$ cat config.mk
export PLATFORM = sky130hd
export DESIGN_NAME = row_sum_thresh
export DESIGN_NICKNAME = d
export VERILOG_FILES = /design/src/rtl/row_sum_thresh.sv
export SDC_FILE = /design/constraint.sdc
export NUM_CORES = 2
export LEC_CHECK = 0
export CORE_MARGIN = 4
export CORE_UTILIZATION = 41
export CTS_BUF_LIST = sky130_fd_sc_hd__clkbuf_4 sky130_fd_sc_hd__clkbuf_8
export CTS_CLUSTER_SIZE = 14
export DETAILED_ROUTE_END_ITERATION = 10
export DONT_BUFFER_PORTS = 1
export GPL_TIMING_DRIVEN = 0
export SLEW_MARGIN = 30
export SYNTH_ARGS = -nofsm -noshare
export SYNTH_HDL_FRONTEND = slang
export SYNTH_SLANG_ARGS = --single-unit
$ cat constraint.sdc
create_clock -name clk -period 105 [get_ports clk]
set_input_delay 26.25 -clock clk [delete_from_list [all_inputs] [get_ports clk]]
set_output_delay 26.25 -clock clk [all_outputs]
set_load 0.01 [all_outputs]
$ cat src/rtl/row_sum_thresh.sv
module row_sum_thresh #(
  parameter int COLS  = 32,
  parameter int CNT_W = 8
) (
  input  logic             clk,
  input  logic             rst_n,
  input  logic             in_valid,
  input  logic             in_last,
  input  logic [COLS-1:0]  in_row,
  input  logic             thr_mode,
  input  logic [CNT_W-1:0] thr_level,
  output logic             res_valid,
  output logic [COLS-1:0]  res_bits
);
  localparam int DLY = 4;
  localparam logic [CNT_W-1:0] CMAX = {CNT_W{1'b1}};

  logic [COLS-1:0]  d_row [DLY];
  logic             d_v   [DLY];
  logic             d_l   [DLY];
  logic             d_m   [DLY];
  logic [CNT_W-1:0] d_t   [DLY];

  logic [CNT_W-1:0] cnt [COLS];
  logic [CNT_W-1:0] nx  [COLS];
  logic [CNT_W-1:0] mx;
  logic [COLS-1:0]  hit;

  wire             t_v   = d_v[DLY-1];
  wire             t_l   = d_l[DLY-1];
  wire             t_m   = d_m[DLY-1];
  wire [CNT_W-1:0] t_t   = d_t[DLY-1];
  wire [COLS-1:0]  t_row = d_row[DLY-1];

  always_ff @(posedge clk) begin
    if (!rst_n) begin
      for (int s = 0; s < DLY; s++) begin
        d_row[s] <= '0;
        d_v[s]   <= 1'b0;
        d_l[s]   <= 1'b0;
        d_m[s]   <= 1'b0;
        d_t[s]   <= '0;
      end
    end else begin
      d_row[0] <= in_row;
      d_v[0]   <= in_valid;
      d_l[0]   <= in_valid & in_last;
      d_m[0]   <= thr_mode;
      d_t[0]   <= thr_level;
      for (int s = 1; s < DLY; s++) begin
        d_row[s] <= d_row[s-1];
        d_v[s]   <= d_v[s-1];
        d_l[s]   <= d_l[s-1];
        d_m[s]   <= d_m[s-1];
        d_t[s]   <= d_t[s-1];
      end
    end
  end

  always_comb begin
    mx = '0;
    for (int c = 0; c < COLS; c++) begin
      nx[c] = (t_v && t_row[c] && cnt[c] != CMAX) ? cnt[c] + 1'b1 : cnt[c];
      if (nx[c] > mx) mx = nx[c];
    end
    for (int c = 0; c < COLS; c++)
      hit[c] = t_m ? (nx[c] == mx && mx != '0) : (nx[c] >= t_t);
  end

  always_ff @(posedge clk) begin
    if (!rst_n) begin
      for (int c = 0; c < COLS; c++) cnt[c] <= '0;
      res_valid <= 1'b0;
      res_bits  <= '0;
    end else begin
      res_valid <= t_l;
      if (t_l) begin
        res_bits <= hit;
        for (int c = 0; c < COLS; c++) cnt[c] <= '0;
      end else begin
        for (int c = 0; c < COLS; c++) cnt[c] <= nx[c];
      end
    end
  end
endmodule

==> results.txt <==
Result of the run - complete, no violations
Max-cap violation count - 0
PostCTS Resize Cnt - 0
Tcrit/Tclk final - 0.679
Number of synthesized flops with an enable pin - 248
CP max stage cell - a22oi_1
Synthesis-to-finish area growth - 12.2%
TritonCTS buffer count - 86
Global Route Usage Sum - 0.233
Number of post-CTS setup repair buffers - 0
GPL Wtd Cong - 0.933
Ys async rst share - 0
Clock latency at the later pin of the worst-skew pair - 0.79 ns
Vias in the first global route - 31,400
R2r startpoint - d_v[0][3]
Crit path max fanout - 10
Die area - 100,000 um2
Worst Setup Start Kind - register
Hold Vio Cnt, Final - 0
Worst Setup SP - d_v[0][3]
Reg2reg setup slack - 33.75 ns
Post-route minimum period - 71.25 ns
Rows - 112
Synth warn - 0
Register bit total from synthesis - 461
Clk_skew - 0.0632 ns
Critical Path End - res_bits[11]
Cell mode on critical path - a21oi_1
Required @ worst endpoint - 105.68 ns
Initial core utilization - 0.416
Clock Path Buffers - 3
Detailed Place HPWL - 88,100 um
TritonRoute pass-1 iters - 7
Post-Synthesis Mean Instance Area - 8.82 um2
Slew @ Worst Pin - 1.08 ns
Max Slew Vio Count - 0
Max-slew headroom - 0.277
Htree depth - 3
Worst Reg-to-Reg Cells - 317
Routed len/inst - 19.3 um
Share of layout cells above drive strength 1 - 0.0830
Max stage delay on crit path - 0.71 ns
Clk pin slew, worst setup/hold paths - 0.06 ns
Buffers added on ports - 0
Cells after Synth - 4,426
Sequential area share after synthesis - 0.300
Hold-fix buffer count after cts - 0
Synth unique cells - 121
RSZ-0062 raised after global routing - false
Drt drc - 0
Initial antenna violation count - 9
NumNets Final - 5,297
First-pass GRT wire length - 180,000 um
Antenna Violating Nets Remaining - 0
CP Class - register to register
Setup TNS - 0 ns
Max Clk Rate - 0.0140 GHz
Clock root buffer - clkbuf_8
IO Pins - 78
Via count - 32,800
DR iter-0 viols - 2,200
Core Box Area - 93,900 um2
CTS tree - done
Die width - 317 um
Largest net degree at the start of global routing - 27
R2R Path End - res_bits[11]
Layout fillers - 9,247
Synth Flop Type - edfxtp_1
Syn Std Cell Area - 39,000 um2
Vias/cell - 5.37
Crit path DAT - 71.93 ns
CP endpoint kind - register
Final wirelength - 118,000 um
GRT Residual Overflow - 0
Total clock sinks - 461
Setup violations, final - 0
Hold Crit Class - register to register
Vert. Die Dim - 317 um
-- area by class of cell --
class / count / area, um2 / share of cell area
Antenna cell: 2 / 5.00 / 0.000114
Buffer: 120 / 586 / 0.0134
Clock buffer: 113 / 1460 / 0.0334
Clock inverter: 48 / 606 / 0.0138
Inverter: 273 / 1040 / 0.0238
Multi-Input combinational cell: 3819 / 26700 / 0.609
Sequential cell: 461 / 11700 / 0.267
Tap cell: 1254 / 1570 / 0.0358
Timing Repair Buffer: 8 / 160 / 0.00366
-- layout by cell type, fill, tap and decap left out, drive strengths merged, types with 20 or more instances in the layout --
| cell type | synthesis | final |
|---|---|---|
| ha | 483 | 483 |
| nor2 | 447 | 447 |
| xnor2 | 311 | 311 |
| a21oi | 300 | 300 |
| nand2 | 276 | 276 |
| inv | 265 | 271 |
| edfxtp | 248 | 248 |
| conb | 1 | 248 |
| dfxtp | 213 | 213 |
| o21ai | 201 | 201 |
| and2 | 199 | 199 |
| clkbuf | 75 | 188 |
| nand3 | 153 | 153 |
| xor2 | 149 | 149 |
| nand2b | 122 | 122 |
| nand4 | 100 | 100 |
| nor2b | 88 | 88 |
| nor3 | 82 | 82 |
| mux2 | 79 | 79 |
| and3 | 67 | 67 |
| mux2i | 67 | 67 |
| buf | 43 | 51 |
| a21o | 46 | 46 |
| o31ai | 46 | 46 |
| a31oi | 45 | 45 |
| o211ai | 39 | 39 |
| clkinv | 8 | 36 |
| and4 | 33 | 33 |
| a211oi | 20 | 20 |
-- synthesized netlist by cell type, drive strengths merged, types with 10 or more instances --
master	number	area, um2
ha	483	6040
nor2	447	1680
xnor2	311	2720
a21oi	300	1510
nand2	276	1040
inv	265	995
edfxtp	248	7450
dfxtp	213	4260
o21ai	201	1010
and2	199	1240
nand3	153	771
xor2	149	1310
nand2b	122	763
nand4	100	626
nor2b	88	551
nor3	82	425
mux2	79	901
clkbuf	75	282
and3	67	419
mux2i	67	719
a21o	46	345
o31ai	46	542
a31oi	45	340
buf	43	270
o211ai	39	345
and4	33	289
a211oi	20	160
o21a	19	144
o211a	14	140
a211o	12	105
or3	12	75.1
a21boi	11	86.3
a31o	10	87.6
o221ai	10	93.8
o31a	10	88.8
-- routing by layer --
layer / vias up / global-route usage / wire [um]
met3: 239 / 0.0435 / 7790
met5: - / 0 / 13
met2: 897 / 0.376 / 52600
met4: 2 / 0.0863 / 4560
met1: 15400 / 0.310 / 53000
li1: 16300 / - / -
-- how the worst min path moves through the flow --
stage / startpoint / cells after the start / endpoint
floorplan: d_l[0][0] / 1 / d_l[0][1]
global placement: d_row[0][38] / 1 / d_row[0][70]
detailed placement: d_row[0][68] / 1 / d_row[0][100]
CTS: d_t[0][7] / 1 / d_t[0][15]
global route: d_row[0][6] / 1 / d_row[0][38]
finish: d_row[0][10] / 1 / d_row[0][42]
-- critical path: cells and delay by family, from the launching register on --
family          cells  cell delay, ns
simple gates       91           13.35
buf+inv            28            7.41
fa+ha+maj          31            9.69
compound gates    146           33.26
mux                20            6.38
xor+xnor            1            0.45
flops               1            0.47
-- per-stage QoR --
| step | worst slack (ns) | hold WS [ns] | area (um2) | utilization | instances |
|---|---|---|---|---|---|
| 2_1_floorplan | 46.13 | 0.412 | 40000 | - | 4673 |
| 3_3_place_gp | 35.91 | 0.413 | 41500 | 0.442 | 5927 |
| 3_5_place_dp | 34.97 | 0.417 | 41700 | 0.444 | 5935 |
| 4_1_cts | 34.71 | 0.425 | 43800 | 0.467 | 6096 |
| 5_1_grt | 27.70 | 0.439 | 43800 | 0.467 | 6098 |
| 6_report | 33.75 | 0.423 | 43800 | 0.467 | 6098 |
-- flip-flops by register name, summed over array words and instances, names as in the netlist --
signal     count
d_row        128
res_bits      32
d_v            4
res_valid      1
d_l            4
d_m            4
cnt          256
d_t           32
-- logic make-up after synthesis --
| kind of cell | synth area share |
|---|---|
| buffers and inverters | 0.0408 |
| adders and majority gates | 0.156 |
| and+or+nand+nor | 0.209 |
| other | 0.0000960 |
| muxes | 0.0415 |
| xor gates and xnor gates | 0.103 |
| DFF | 0.300 |
| AOI/OAI and AO/OA | 0.149 |
Power is not shown: default switching activity piles up to over one toggle a cycle in this logic, so the estimate is an artifact.
